$ cat src/rtl/sar_adc_seq_pkg.sv
`timescale 1ns/1ps
package sar_adc_seq_pkg;
    localparam int REG_W         = 8;
    localparam int RES_W         = 8;
    localparam int CH_W          = 2;
    localparam int DSEL_W        = 2;
    localparam int DIV_BASE_LOG2 = 3;
    localparam int SAMPLE_TICKS  = 4;
    localparam int SETTLE_TICKS  = 8;

    localparam int CTL_DONE_BIT  = 7;
    localparam int CTL_CONT_BIT  = 6;
    localparam int CTL_DSEL_LSB  = 4;
    localparam int CTL_CHAN_LSB  = 2;

    typedef struct packed {
        logic              cont;
        logic [DSEL_W-1:0] dsel;
        logic [CH_W-1:0]   chan;
    } ctl_t;

    typedef enum logic [1:0] {
        ST_SAMPLE = 2'd0,
        ST_DECIDE = 2'd1,
        ST_SETTLE = 2'd2
    } stage_e;

    function automatic ctl_t unpack_ctl(input logic [REG_W-1:0] b);
        ctl_t c;
        c.cont = b[CTL_CONT_BIT];
        c.dsel = b[CTL_DSEL_LSB +: DSEL_W];
        c.chan = b[CTL_CHAN_LSB +: CH_W];
        return c;
    endfunction

    function automatic logic [REG_W-1:0] pack_ctl(input logic done, input ctl_t c);
        logic [REG_W-1:0] b;
        b = '0;
        b[CTL_DONE_BIT]              = done;
        b[CTL_CONT_BIT]              = c.cont;
        b[CTL_DSEL_LSB +: DSEL_W]    = c.dsel;
        b[CTL_CHAN_LSB +: CH_W]      = c.chan;
        return b;
    endfunction
endpackage

$ cat src/rtl/sar_adc_seq_clkdiv.sv
`timescale 1ns/1ps
module sar_adc_seq_clkdiv #(
    parameter int DSEL_W    = sar_adc_seq_pkg::DSEL_W,
    parameter int BASE_LOG2 = sar_adc_seq_pkg::DIV_BASE_LOG2
) (
    input  logic              clk,
    input  logic              rst,
    input  logic              run,
    input  logic              restart,
    input  logic [DSEL_W-1:0] dsel,
    output logic              tick
);
    localparam int CNT_W = BASE_LOG2 + (1 << DSEL_W) - 1;

    logic [CNT_W-1:0] cnt;
    logic [CNT_W-1:0] limit;

    // Divide by 2^(BASE_LOG2 + dsel): the tick fires on the last count.
    assign limit = CNT_W'((1 << (BASE_LOG2 + int'(dsel))) - 1);
    assign tick  = run && !restart && (cnt == limit);

    always_ff @(posedge clk) begin
        if (rst || restart || !run) begin
            cnt <= '0;
        end else if (tick) begin
            cnt <= '0;
        end else begin
            cnt <= cnt + CNT_W'(1);
        end
    end
endmodule

$ cat src/rtl/sar_adc_seq_core.sv
`timescale 1ns/1ps
module sar_adc_seq_core
    import sar_adc_seq_pkg::*;
#(
    parameter int RES_W_P   = RES_W,
    parameter int SAMPLE_P  = SAMPLE_TICKS,
    parameter int SETTLE_P  = SETTLE_TICKS
) (
    input  logic               clk,
    input  logic               rst,
    input  logic               start,
    input  logic               cont,
    input  logic               tick,
    input  logic               cmp_in,
    output logic               busy,
    output logic               sample_en,
    output logic [RES_W_P-1:0] dac_code,
    output logic               done,
    output logic [RES_W_P-1:0] result
);
    localparam int TOTAL   = SAMPLE_P + RES_W_P + SETTLE_P;
    localparam int DEC_END = SAMPLE_P + RES_W_P;
    localparam int PH_W    = $clog2(TOTAL);
    localparam int IDX_W   = (RES_W_P > 1) ? $clog2(RES_W_P) : 1;

    logic [PH_W-1:0]    phase;
    logic [RES_W_P-1:0] sar;
    logic [RES_W_P-1:0] trial;
    logic [IDX_W-1:0]   bit_idx;
    logic               last;
    stage_e             stage;

    always_comb begin
        if (phase < PH_W'(SAMPLE_P)) begin
            stage = ST_SAMPLE;
        end else if (phase < PH_W'(DEC_END)) begin
            stage = ST_DECIDE;
        end else begin
            stage = ST_SETTLE;
        end
    end

    // Decision phases walk from the MSB down to bit 0.
    assign bit_idx   = IDX_W'(DEC_END - 1 - int'(phase));
    assign trial     = (stage == ST_DECIDE) ? (RES_W_P'(1) << bit_idx) : '0;
    assign dac_code  = sar | trial;
    assign last      = (phase == PH_W'(TOTAL - 1));
    assign done      = busy && tick && last && !start;
    assign sample_en = busy && (stage == ST_SAMPLE);
    assign result    = sar;

    always_ff @(posedge clk) begin
        if (rst) begin
            busy  <= 1'b0;
            phase <= '0;
            sar   <= '0;
        end else if (start) begin
            busy  <= 1'b1;
            phase <= '0;
            sar   <= '0;
        end else if (tick) begin
            if (last) begin
                phase <= '0;
                sar   <= '0;
                busy  <= cont;
            end else begin
                phase <= phase + PH_W'(1);
                if (stage == ST_DECIDE && cmp_in) begin
                    sar <= sar | trial;
                end
            end
        end
    end
endmodule

$ cat src/rtl/sar_adc_seq_regs.sv
`timescale 1ns/1ps
module sar_adc_seq_regs
    import sar_adc_seq_pkg::*;
(
    input  logic             clk,
    input  logic             rst,
    input  logic             reg_wr,
    input  logic [REG_W-1:0] reg_wdata,
    input  logic             data_rd,
    input  logic             irq_en,
    input  logic             irq_ack,
    input  logic             conv_done,
    input  logic [RES_W-1:0] result,
    output ctl_t             ctl,
    output logic [REG_W-1:0] ctl_rdata,
    output logic [RES_W-1:0] data_rdata,
    output logic             irq
);
    logic done_flag;
    logic irq_flag;

    always_ff @(posedge clk) begin
        if (rst) begin
            ctl        <= '0;
            data_rdata <= '0;
            done_flag  <= 1'b0;
            irq_flag   <= 1'b0;
        end else begin
            if (reg_wr) begin
                ctl <= unpack_ctl(reg_wdata);
            end
            if (conv_done) begin
                data_rdata <= result;
            end
            // A finishing conversion outranks a coincident clear.
            if (conv_done) begin
                done_flag <= 1'b1;
            end else if (reg_wr || data_rd) begin
                done_flag <= 1'b0;
            end
            if (conv_done) begin
                irq_flag <= 1'b1;
            end else if (irq_ack) begin
                irq_flag <= 1'b0;
            end
        end
    end

    assign ctl_rdata = pack_ctl(done_flag, ctl);
    assign irq       = irq_flag && irq_en;
endmodule

$ cat src/rtl/sar_adc_seq.sv
`timescale 1ns/1ps
module sar_adc_seq
    import sar_adc_seq_pkg::*;
(
    input  logic             clk,
    input  logic             rst,
    input  logic             reg_wr,
    input  logic [REG_W-1:0] reg_wdata,
    output logic [REG_W-1:0] ctl_rdata,
    input  logic             data_rd,
    output logic [RES_W-1:0] data_rdata,
    input  logic             irq_en,
    input  logic             irq_ack,
    output logic             irq,
    output logic [CH_W-1:0]  ch_sel,
    output logic             sample_en,
    output logic [RES_W-1:0] dac_code,
    input  logic             cmp_in
);
    ctl_t             ctl;
    logic             busy;
    logic             conv_tick;
    logic             conv_done;
    logic [RES_W-1:0] result;

    sar_adc_seq_clkdiv u_div (
        .clk     (clk),
        .rst     (rst),
        .run     (busy),
        .restart (reg_wr),
        .dsel    (ctl.dsel),
        .tick    (conv_tick)
    );

    sar_adc_seq_core u_core (
        .clk       (clk),
        .rst       (rst),
        .start     (reg_wr),
        .cont      (ctl.cont),
        .tick      (conv_tick),
        .cmp_in    (cmp_in),
        .busy      (busy),
        .sample_en (sample_en),
        .dac_code  (dac_code),
        .done      (conv_done),
        .result    (result)
    );

    sar_adc_seq_regs u_regs (
        .clk        (clk),
        .rst        (rst),
        .reg_wr     (reg_wr),
        .reg_wdata  (reg_wdata),
        .data_rd    (data_rd),
        .irq_en     (irq_en),
        .irq_ack    (irq_ack),
        .conv_done  (conv_done),
        .result     (result),
        .ctl        (ctl),
        .ctl_rdata  (ctl_rdata),
        .data_rdata (data_rdata),
        .irq        (irq)
    );

    assign ch_sel = ctl.chan;
endmodule

$ cat config.mk
export PLATFORM = sky130hd
export DESIGN_NAME = sar_adc_seq
export DESIGN_NICKNAME = d
export VERILOG_FILES = /design/src/rtl/sar_adc_seq_pkg.sv /design/src/rtl/sar_adc_seq_clkdiv.sv /design/src/rtl/sar_adc_seq_core.sv /design/src/rtl/sar_adc_seq_regs.sv /design/src/rtl/sar_adc_seq.sv
export SDC_FILE = /design/constraint.sdc
export NUM_CORES = 1
export LEC_CHECK = 0
export ABC_AREA = 1
export BUFFER_PORTS_ARGS = -buffer_cell sky130_fd_sc_hd__buf_2
export CORE_MARGIN = 10
export CORE_UTILIZATION = 50
export DETAILED_ROUTE_END_ITERATION = 10
export PLACE_DENSITY = 0.79
export SLEW_MARGIN = 20
export SYNTH_ARGS = -nofsm -noshare
export SYNTH_HDL_FRONTEND = slang
export SYNTH_SLANG_ARGS = --single-unit
$ cat constraint.sdc
create_clock -name clk -period 1.9 [get_ports clk]
set_clock_uncertainty 0.2 [all_clocks]
set_input_delay 0.38 -clock clk [delete_from_list [all_inputs] [get_ports clk]]
set_output_delay 0.38 -clock clk [all_outputs]
set_load 0.02 [all_outputs]
==> results of run 1 <==
## worst paths after layout
| kind | from | end | cells after the start |
|---|---|---|---|
| worst max-delay path | u_core.phase[1]$_SDFFE_PP0P_ | dac_code[6] | 5 |
| worst min-delay path | rst | u_regs.irq_flag$_SDFFE_PP0P_ | 2 |
| worst max register to register | u_core.phase[0]$_SDFFE_PP0P_ | u_core.result[7]$_SDFFE_PP0P_ | 11 |
| worst min register to register | u_regs.irq_flag$_SDFFE_PP0P_ | u_regs.irq_flag$_SDFFE_PP0P_ | 2 |
## cell usage in the layout, fill, tap and decap left out, types with 4 or more instances in the layout
master                     instances
sky130_fd_sc_hd__inv_1            32
sky130_fd_sc_hd__ha_4              6
sky130_fd_sc_hd__buf_6             6
sky130_fd_sc_hd__conb_1            4
sky130_fd_sc_hd__nand2_1          63
sky130_fd_sc_hd__a21oi_1          14
sky130_fd_sc_hd__clkbuf_8          5
sky130_fd_sc_hd__buf_4            28
sky130_fd_sc_hd__dfxtp_1          29
sky130_fd_sc_hd__o21ai_0          10
sky130_fd_sc_hd__inv_2             6
sky130_fd_sc_hd__buf_2            28
sky130_fd_sc_hd__nand4_1           4
sky130_fd_sc_hd__nand2_2           4
sky130_fd_sc_hd__nand3_1          13
sky130_fd_sc_hd__nor2_1           51
sky130_fd_sc_hd__nor3_1            4
## kinds of logic (layout without fill, tap and decap cells)
kind of cell               count (synthesis)  count (layout)  synth area share (%)
DFF                                       35              35                  36.4
AOI/OAI and AO/OA                         33              34                  9.30
buffers and inverters                     50             111                  12.1
other                                      2               4                 0.390
adders and majority gates                  8               8                  5.20
xor gates and xnor gates                   2               2                 0.910
and+or+nand+nor                          153             154                  35.7
## flip-flops by register name (all words and copies together), names as in the netlist
name	cells
u_core.busy	1
u_core.phase	5
u_core.result	8
u_div.cnt	6
u_regs.ctl	5
u_regs.data_rdata	8
u_regs.done_flag	1
u_regs.irq_flag	1
## cell usage after synthesis
cell type / instances
sky130_fd_sc_hd__a21o_1: 1
sky130_fd_sc_hd__a21oi_1: 14
sky130_fd_sc_hd__and2_1: 1
sky130_fd_sc_hd__buf_4: 6
sky130_fd_sc_hd__buf_6: 3
sky130_fd_sc_hd__conb_1: 2
sky130_fd_sc_hd__dfxtp_1: 35
sky130_fd_sc_hd__ha_1: 8
sky130_fd_sc_hd__inv_1: 37
sky130_fd_sc_hd__inv_2: 4
sky130_fd_sc_hd__nand2_1: 64
sky130_fd_sc_hd__nand2_2: 3
sky130_fd_sc_hd__nand2_4: 2
sky130_fd_sc_hd__nand3_1: 13
sky130_fd_sc_hd__nand3_2: 3
sky130_fd_sc_hd__nand3b_1: 1
sky130_fd_sc_hd__nand4_1: 4
sky130_fd_sc_hd__nor2_1: 51
sky130_fd_sc_hd__nor2_2: 3
sky130_fd_sc_hd__nor2_4: 1
sky130_fd_sc_hd__nor2_8: 1
sky130_fd_sc_hd__nor3_1: 6
sky130_fd_sc_hd__o21ai_0: 10
sky130_fd_sc_hd__o21ai_1: 4
sky130_fd_sc_hd__o21ai_2: 1
sky130_fd_sc_hd__o21bai_1: 3
sky130_fd_sc_hd__xor2_1: 2
## critical path, delay by kind of cell, from the launching register on
kind | cells | cell delay [ps]
flops | 1 | 380
buf+inv | 2 | 270
compound gates | 1 | 210
fa+ha+maj | 1 | 140
simple gates | 1 | 100
## metal layers
layer  global-route usage (%)  vias up
li1                         -     1005
met1                     16.3      860
met2                     23.9       77
met3                     5.24       15
met4                     5.10        0
met5                        0        -
## what timing repair did
| action | in CTS | in global routing |
|---|---|---|
| cloned | 0 | 2 |
| pin swaps | 4 | 14 |
| buffers inserted | 11 | 4 |
| setup endpoints to repair | 9 | 27 |
| resized for setup | 29 | 29 |
## layout make-up
cell class	count	area [sq um]	area share [%]
Inverter	41	164	6.32
Timing Repair Buffer	62	418	16.1
Sequential cell	35	716	27.6
Multi-Input combinational cell	202	1150	44.4
Tap cell	48	60.1	2.32
Clock inverter	2	12.5	0.482
Clock buffer	6	72.6	2.80
## power by group through the flow
stage	sequential, mW	combinational (mW)	clock, mW
after floorplan	0.778	0.0814	0
after global placement	0.771	0.125	0
after detailed placement	0.771	0.126	0
after CTS	0.752	0.128	0.538
after global routing	0.752	0.151	0.577
final	0.750	0.135	0.534
## through the flow
stage / area (sq um) / utilization, % / worst slack, ps
6_report: 2590 / 70.3 / -71.7
5_1_grt: 2590 / 70.3 / -134
4_1_cts: 2420 / 65.6 / 0.0303
3_5_place_dp: 2170 / 58.9 / 55.1
3_3_place_gp: 2170 / 58.9 / 117
2_1_floorplan: 1930 / - / 183
==> impl_metrics.prom, run 1 <==
# TYPE chip_impl_metric gauge
chip_impl_metric{name="synth.ff_latch_count",unit=""} 35
chip_impl_info{name="tritoncts",value="done"} 1
chip_impl_metric{name="vias_after_detailed_routing",unit=""} 1957
chip_impl_metric{name="final-setup-viol-count",unit=""} 6
chip_impl_metric{name="chipHeight",unit="um"} 82.0
chip_impl_info{name="cp-start-kind",value="register"} 1
chip_impl_metric{name="finish.cell_count_without_fillers",unit=""} 396
chip_impl_metric{name="synthDistinctLibCells",unit=""} 27
chip_impl_metric{name="drt_iter0_markers",unit=""} 123
chip_impl_info{name="rsz_0062_raised_after_global_routing",value="true"} 1
chip_impl_metric{name="drt-pass1-iter-count",unit=""} 6
chip_impl_metric{name="cts.htree.levels",unit=""} 2
chip_impl_metric{name="power.density",unit="nW/um^2"} 547
chip_impl_metric{name="power.share.switching",unit="%"} 26.5
chip_impl_metric{name="synth_largest_type_area_fraction",unit="%"} 36.4
chip_impl_metric{name="share_comb_of_total_power",unit="%"} 9.5
chip_impl_metric{name="holdBufCountCts",unit=""} 0
chip_impl_metric{name="arrival_worst_endpoint",unit="ps"} 1390
chip_impl_metric{name="vias_per_cell",unit=""} 4.94
chip_impl_metric{name="drt.antenna.violating_nets",unit=""} 0
chip_impl_metric{name="whs",unit="ps"} 98.7
chip_impl_metric{name="place.gp.congestion",unit=""} 0.840
chip_impl_metric{name="clock_power_share",unit="%"} 37.6
chip_impl_metric{name="place_inst",unit=""} 371
chip_impl_metric{name="ios",unit=""} 43
chip_impl_metric{name="layout_worst_path_cycle_share",unit="%"} 104
chip_impl_metric{name="areaGrowthSynthToFinish",unit="%"} 34.8
chip_impl_metric{name="finalHoldViolCount",unit=""} 0
chip_impl_metric{name="netlist_instances",unit=""} 283
chip_impl_metric{name="static_leakage",unit="nW"} 1.27
chip_impl_metric{name="post_route_cells_drive_above_1_share",unit="%"} 32.8
chip_impl_metric{name="clock_path_buffers",unit=""} 2
chip_impl_metric{name="grt_pass1_vias",unit=""} 1743
chip_impl_metric{name="drt_drc_violations_left",unit=""} 0
chip_impl_metric{name="seq_area_frac_synth",unit="%"} 36.4
chip_impl_metric{name="finalCriticalPeriod",unit="ps"} 1970
chip_impl_metric{name="wl_per_cell",unit="um"} 13.6
chip_impl_metric{name="routed_wl",unit="um"} 5390
chip_impl_metric{name="max_cap_violations",unit=""} 0
chip_impl_metric{name="clk_pin_slew_worst_paths",unit="ps"} 70
chip_impl_info{name="timing.critical_path.slowest_stage_cell",value="sky130_fd_sc_hd__dfxtp_4"} 1
chip_impl_metric{name="yosys_warnings",unit=""} 0
chip_impl_metric{name="total_power",unit="mW"} 1.42
chip_impl_info{name="failed_checks",value="negative setup slack"} 1
chip_impl_metric{name="synth.avg_cell_area",unit="sq um"} 6.80
chip_impl_metric{name="globalRouteOverflowTotal",unit=""} 0
chip_impl_metric{name="antenna_found_initial",unit=""} 0
chip_impl_info{name="clock-root-buffer",value="sky130_fd_sc_hd__clkbuf_8"} 1
chip_impl_info{name="highest-signal-layer",value="met4"} 1
chip_impl_info{name="outcome",value="complete, but fails checks"} 1
chip_impl_metric{name="overall_global_routing_resource_usage",unit="%"} 14.2
chip_impl_metric{name="floorplan.die.width",unit="um"} 82.0
chip_impl_metric{name="hpwl",unit="um"} 3300
chip_impl_metric{name="final_nets",unit=""} 370
chip_impl_metric{name="numPortBuffers",unit=""} 37
chip_impl_info{name="synth_top_cells_by_area",value="sky130_fd_sc_hd__dfxtp_1, sky130_fd_sc_hd__nand2_1, sky130_fd_sc_hd__nor2_1"} 1
chip_impl_metric{name="fillerInstances",unit=""} 292
chip_impl_info{name="critical_path_class",value="register to primary output"} 1
chip_impl_metric{name="wl_met1",unit="um"} 2120
chip_impl_metric{name="achievable-frequency",unit="MHz"} 507
chip_impl_metric{name="critPathMaxFanout",unit=""} 3
chip_impl_metric{name="critical_path_data_required_time",unit="ps"} 1320
chip_impl_metric{name="rows",unit=""} 22
chip_impl_metric{name="wl_met2",unit="um"} 2580
chip_impl_info{name="netlist.top_cell.by_area",value="sky130_fd_sc_hd__dfxtp_1"} 1
chip_impl_metric{name="placeableCoreArea",unit="sq um"} 3690
chip_impl_metric{name="power.net_switching",unit="uW"} 376
chip_impl_metric{name="grt_pass1_wl",unit="um"} 7530
chip_impl_metric{name="drv_slew",unit=""} 0
chip_impl_metric{name="floorplan.die_area",unit="sq um"} 6730
chip_impl_metric{name="routed-wl-met3",unit="um"} 499
chip_impl_metric{name="critPathMaxStageDelay",unit="ps"} 380
chip_impl_metric{name="synthesis.area",unit="sq um"} 1920
chip_impl_metric{name="start_util",unit="%"} 52.2
chip_impl_metric{name="final_critical_path_setup_slack",unit="ps"} -71.7
chip_impl_metric{name="vdd_ir_drop_max",unit="mV"} 0.517
chip_impl_metric{name="final.setup.tns",unit="ps"} -187
chip_impl_metric{name="cell_internal_power_dissipation",unit="mW"} 1.04
chip_impl_info{name="cp-end-kind",value="primary output"} 1
chip_impl_metric{name="ff2ff_setup_slack",unit="ps"} -20
chip_impl_info{name="worst_hold_path_type",value="primary input to register"} 1
chip_impl_metric{name="share_seq_of_total_power",unit="%"} 52.9
chip_impl_metric{name="grt_start_max_net_pins",unit=""} 13
chip_impl_metric{name="cts_num_sinks",unit=""} 35
chip_impl_metric{name="clock_latency_of_the_later_clocked_register_in_the_worst_skew_pair",unit="ps"} 290
chip_impl_metric{name="cts_made_buffers",unit=""} 5
chip_impl_info{name="crit_path_cell_trace",value="inv_4 > ha_4 > nand2_1 > o21bai_1 > buf_4"} 1
chip_impl_metric{name="diodes",unit=""} 0
No activity file was read; power rests on OpenSTA's default activity.
==> inputs of run 2 (changes only) <==
--- a/config.mk
+++ b/config.mk
@@ -7,6 +7,7 @@
 export LEC_CHECK = 0
 export ABC_AREA = 1
 export BUFFER_PORTS_ARGS = -buffer_cell sky130_fd_sc_hd__buf_2
+export CORE_ASPECT_RATIO = 1.75
 export CORE_MARGIN = 10
 export CORE_UTILIZATION = 50
 export DETAILED_ROUTE_END_ITERATION = 10
==> impl_metrics.prom, run 2 (synthesis results as in run 1) <==
# TYPE chip_impl_metric gauge
chip_impl_info{name="outcome",value="finished clean"} 1
chip_impl_metric{name="clock_path_buffers",unit=""} 2
chip_impl_metric{name="layout_worst_path_cycle_share",unit="%"} 99.8
chip_impl_metric{name="min_delay_path_depth",unit=""} 2
chip_impl_metric{name="vias_per_cell",unit=""} 5.02
chip_impl_metric{name="static_leakage",unit="nW"} 1.25
chip_impl_metric{name="drt_iter0_markers",unit=""} 114
chip_impl_metric{name="critical_path_data_required_time",unit="ps"} 1320
chip_impl_info{name="cpLargestDelayFamily",value="flip-flops"} 1
chip_impl_info{name="rsz_0062_raised_after_global_routing",value="true"} 1
chip_impl_metric{name="final_nets",unit=""} 361
chip_impl_metric{name="place.gp.congestion",unit=""} 0.900
chip_impl_metric{name="cts_num_sinks",unit=""} 35
chip_impl_metric{name="sum_of_buffers_and_inverters_on_the_critical_path",unit=""} 1
chip_impl_metric{name="grt_pass1_vias",unit=""} 1771
chip_impl_metric{name="drt-pass1-iter-count",unit=""} 4
chip_impl_metric{name="drt_drc_violations_left",unit=""} 0
chip_impl_metric{name="cts.htree.levels",unit=""} 2
chip_impl_metric{name="cts_made_buffers",unit=""} 5
chip_impl_metric{name="arrival_worst_endpoint",unit="ps"} 1320
chip_impl_metric{name="final-setup-viol-count",unit=""} 0
chip_impl_metric{name="grt_start_max_net_pins",unit=""} 12
chip_impl_metric{name="rows",unit=""} 29
chip_impl_metric{name="antenna_found_initial",unit=""} 0
chip_impl_metric{name="max_cap_violations",unit=""} 0
chip_impl_info{name="timing.critical_path.slowest_stage_cell",value="sky130_fd_sc_hd__dfxtp_4"} 1
chip_impl_metric{name="critical_path_cell_count",unit=""} 4
chip_impl_metric{name="vias_after_detailed_routing",unit=""} 1933
chip_impl_metric{name="overall_global_routing_resource_usage",unit="%"} 14.0
chip_impl_metric{name="areaGrowthSynthToFinish",unit="%"} 32.9
chip_impl_metric{name="hpwl",unit="um"} 3520
chip_impl_metric{name="total_power",unit="mW"} 1.57
chip_impl_metric{name="stdcell_area",unit="sq um"} 2560
chip_impl_metric{name="placeableCoreArea",unit="sq um"} 3660
chip_impl_info{name="critical_path_class",value="register to primary output"} 1
chip_impl_metric{name="finalHoldViolCount",unit=""} 0
chip_impl_metric{name="post_route_cells_drive_above_1_share",unit="%"} 33.3
chip_impl_metric{name="finalCriticalPeriod",unit="ps"} 1900
chip_impl_metric{name="routed_wl",unit="um"} 5110
chip_impl_metric{name="floorplan.die_area",unit="sq um"} 6830
chip_impl_info{name="layout.cells.most_common",value="sky130_fd_sc_hd__nand2_1"} 1
chip_impl_metric{name="globalRouteOverflowTotal",unit=""} 0
chip_impl_metric{name="drv_slew",unit=""} 0
chip_impl_metric{name="worstRegToRegCells",unit=""} 7
chip_impl_metric{name="floorplan.die.width",unit="um"} 66.9
chip_impl_metric{name="diodes",unit=""} 0
chip_impl_metric{name="drt.antenna.violating_nets",unit=""} 0
chip_impl_metric{name="holdBufCountCts",unit=""} 0
chip_impl_metric{name="power.density",unit="nW/um^2"} 616
chip_impl_metric{name="achievable-frequency",unit="MHz"} 527
chip_impl_metric{name="start_util",unit="%"} 52.5
chip_impl_metric{name="clock_latency_of_the_later_clocked_register_in_the_worst_skew_pair",unit="ps"} 290
chip_impl_metric{name="clk_pin_slew_worst_paths",unit="ps"} 80
chip_impl_metric{name="vdd_ir_drop_max",unit="mV"} 0.548
chip_impl_metric{name="chipHeight",unit="um"} 102
chip_impl_info{name="tritoncts",value="done"} 1
chip_impl_info{name="cp-end-kind",value="primary output"} 1
chip_impl_info{name="mostFrequentLayoutCells",value="sky130_fd_sc_hd__nand2_1, sky130_fd_sc_hd__nor2_1, sky130_fd_sc_hd__inv_1"} 1
chip_impl_metric{name="numPortBuffers",unit=""} 37
chip_impl_metric{name="ios",unit=""} 43
chip_impl_metric{name="critPathMaxFanout",unit=""} 5
chip_impl_metric{name="grt_pass1_wl",unit="um"} 7600
chip_impl_metric{name="post_dp_cell_area",unit="sq um"} 2180
chip_impl_info{name="crit_path_cell_trace",value="ha_4 > ha_2 > a21o_1 > buf_6"} 1
chip_impl_info{name="cp-start-kind",value="register"} 1
chip_impl_info{name="worst_hold_path_type",value="primary input to register"} 1
chip_impl_metric{name="critPathMaxStageDelay",unit="ps"} 380
chip_impl_metric{name="wl_per_cell",unit="um"} 13.3
chip_impl_info{name="clock-root-buffer",value="sky130_fd_sc_hd__clkbuf_8"} 1
## run 2: cell type report
class,count,area [sq um]
sequential,35,718
fill,298,1110
multi-input combinational,201,1130
clock buffer,6,82.6
inverter,41,169
tap,46,57.6
clock inverter,2,35.0
timing repair buffer,54,362
## run 2: worst paths after layout
path | start | to | slack (ps)
hold / removal | rst | u_regs.irq_flag$_SDFFE_PP0P_ | 100
setup reg to reg | u_regs.ctl[2]$_SDFFE_PP0P_ | u_regs.data_rdata[0]$_SDFFE_PP0P_ | 150
setup / recovery | u_core.phase[0]$_SDFFE_PP0P_ | dac_code[4] | 3
hold reg to reg | u_regs.irq_flag$_SDFFE_PP0P_ | u_regs.irq_flag$_SDFFE_PP0P_ | 280
## run 2: per-stage QoR
stage	utilization (%)	setup slack (ps)	std cells	hold slack, ps	TNS (ps)
3_3_place_gp	59.4	140	370	251	0
5_1_grt	69.8	-72.2	385	99.5	-302
2_1_floorplan	-	183	285	237	0
4_1_cts	65.2	-48.5	379	85.7	-136
3_5_place_dp	59.4	125	370	263	0
6_report	69.8	3.01	385	101	0
## run 2: what timing repair did
action	CTS	global route
cloned	0	1
endpoints found under the setup margin	9	12
buffers inserted	1	5
gates resized for setup	31	34
pin swaps	4	8
## run 2: worst register-to-register path, cell delays in order (launching register included)
cell                      delay [ps]
sky130_fd_sc_hd__dfxtp_1         420
sky130_fd_sc_hd__nand2_1          90
sky130_fd_sc_hd__nand2_1         100
sky130_fd_sc_hd__nand2_1          80
sky130_fd_sc_hd__nor3_2          270
sky130_fd_sc_hd__nand3_1         280
sky130_fd_sc_hd__nor2_1          150
sky130_fd_sc_hd__nor2_1           60
## run 2: layer usage
metal / wire length, um / up-vias / global-route usage, %
met2: 2780 / 54 / 26.8
met5: 0 / - / 0
met4: 192 / 0 / 6.83
met1: 1840 / 880 / 12.7
met3: 297 / 16 / 4.16
li1: - / 983 / -
## run 2: power breakdown
| group | switching, mW | internal, mW | leakage [nW] | total (mW) |
|---|---|---|---|---|
| Combinational | 0.0845 | 0.0458 | 0.904 | 0.130 |
| Clock | 0.270 | 0.424 | 0.0612 | 0.694 |
| Sequential | 0.0120 | 0.739 | 0.288 | 0.751 |
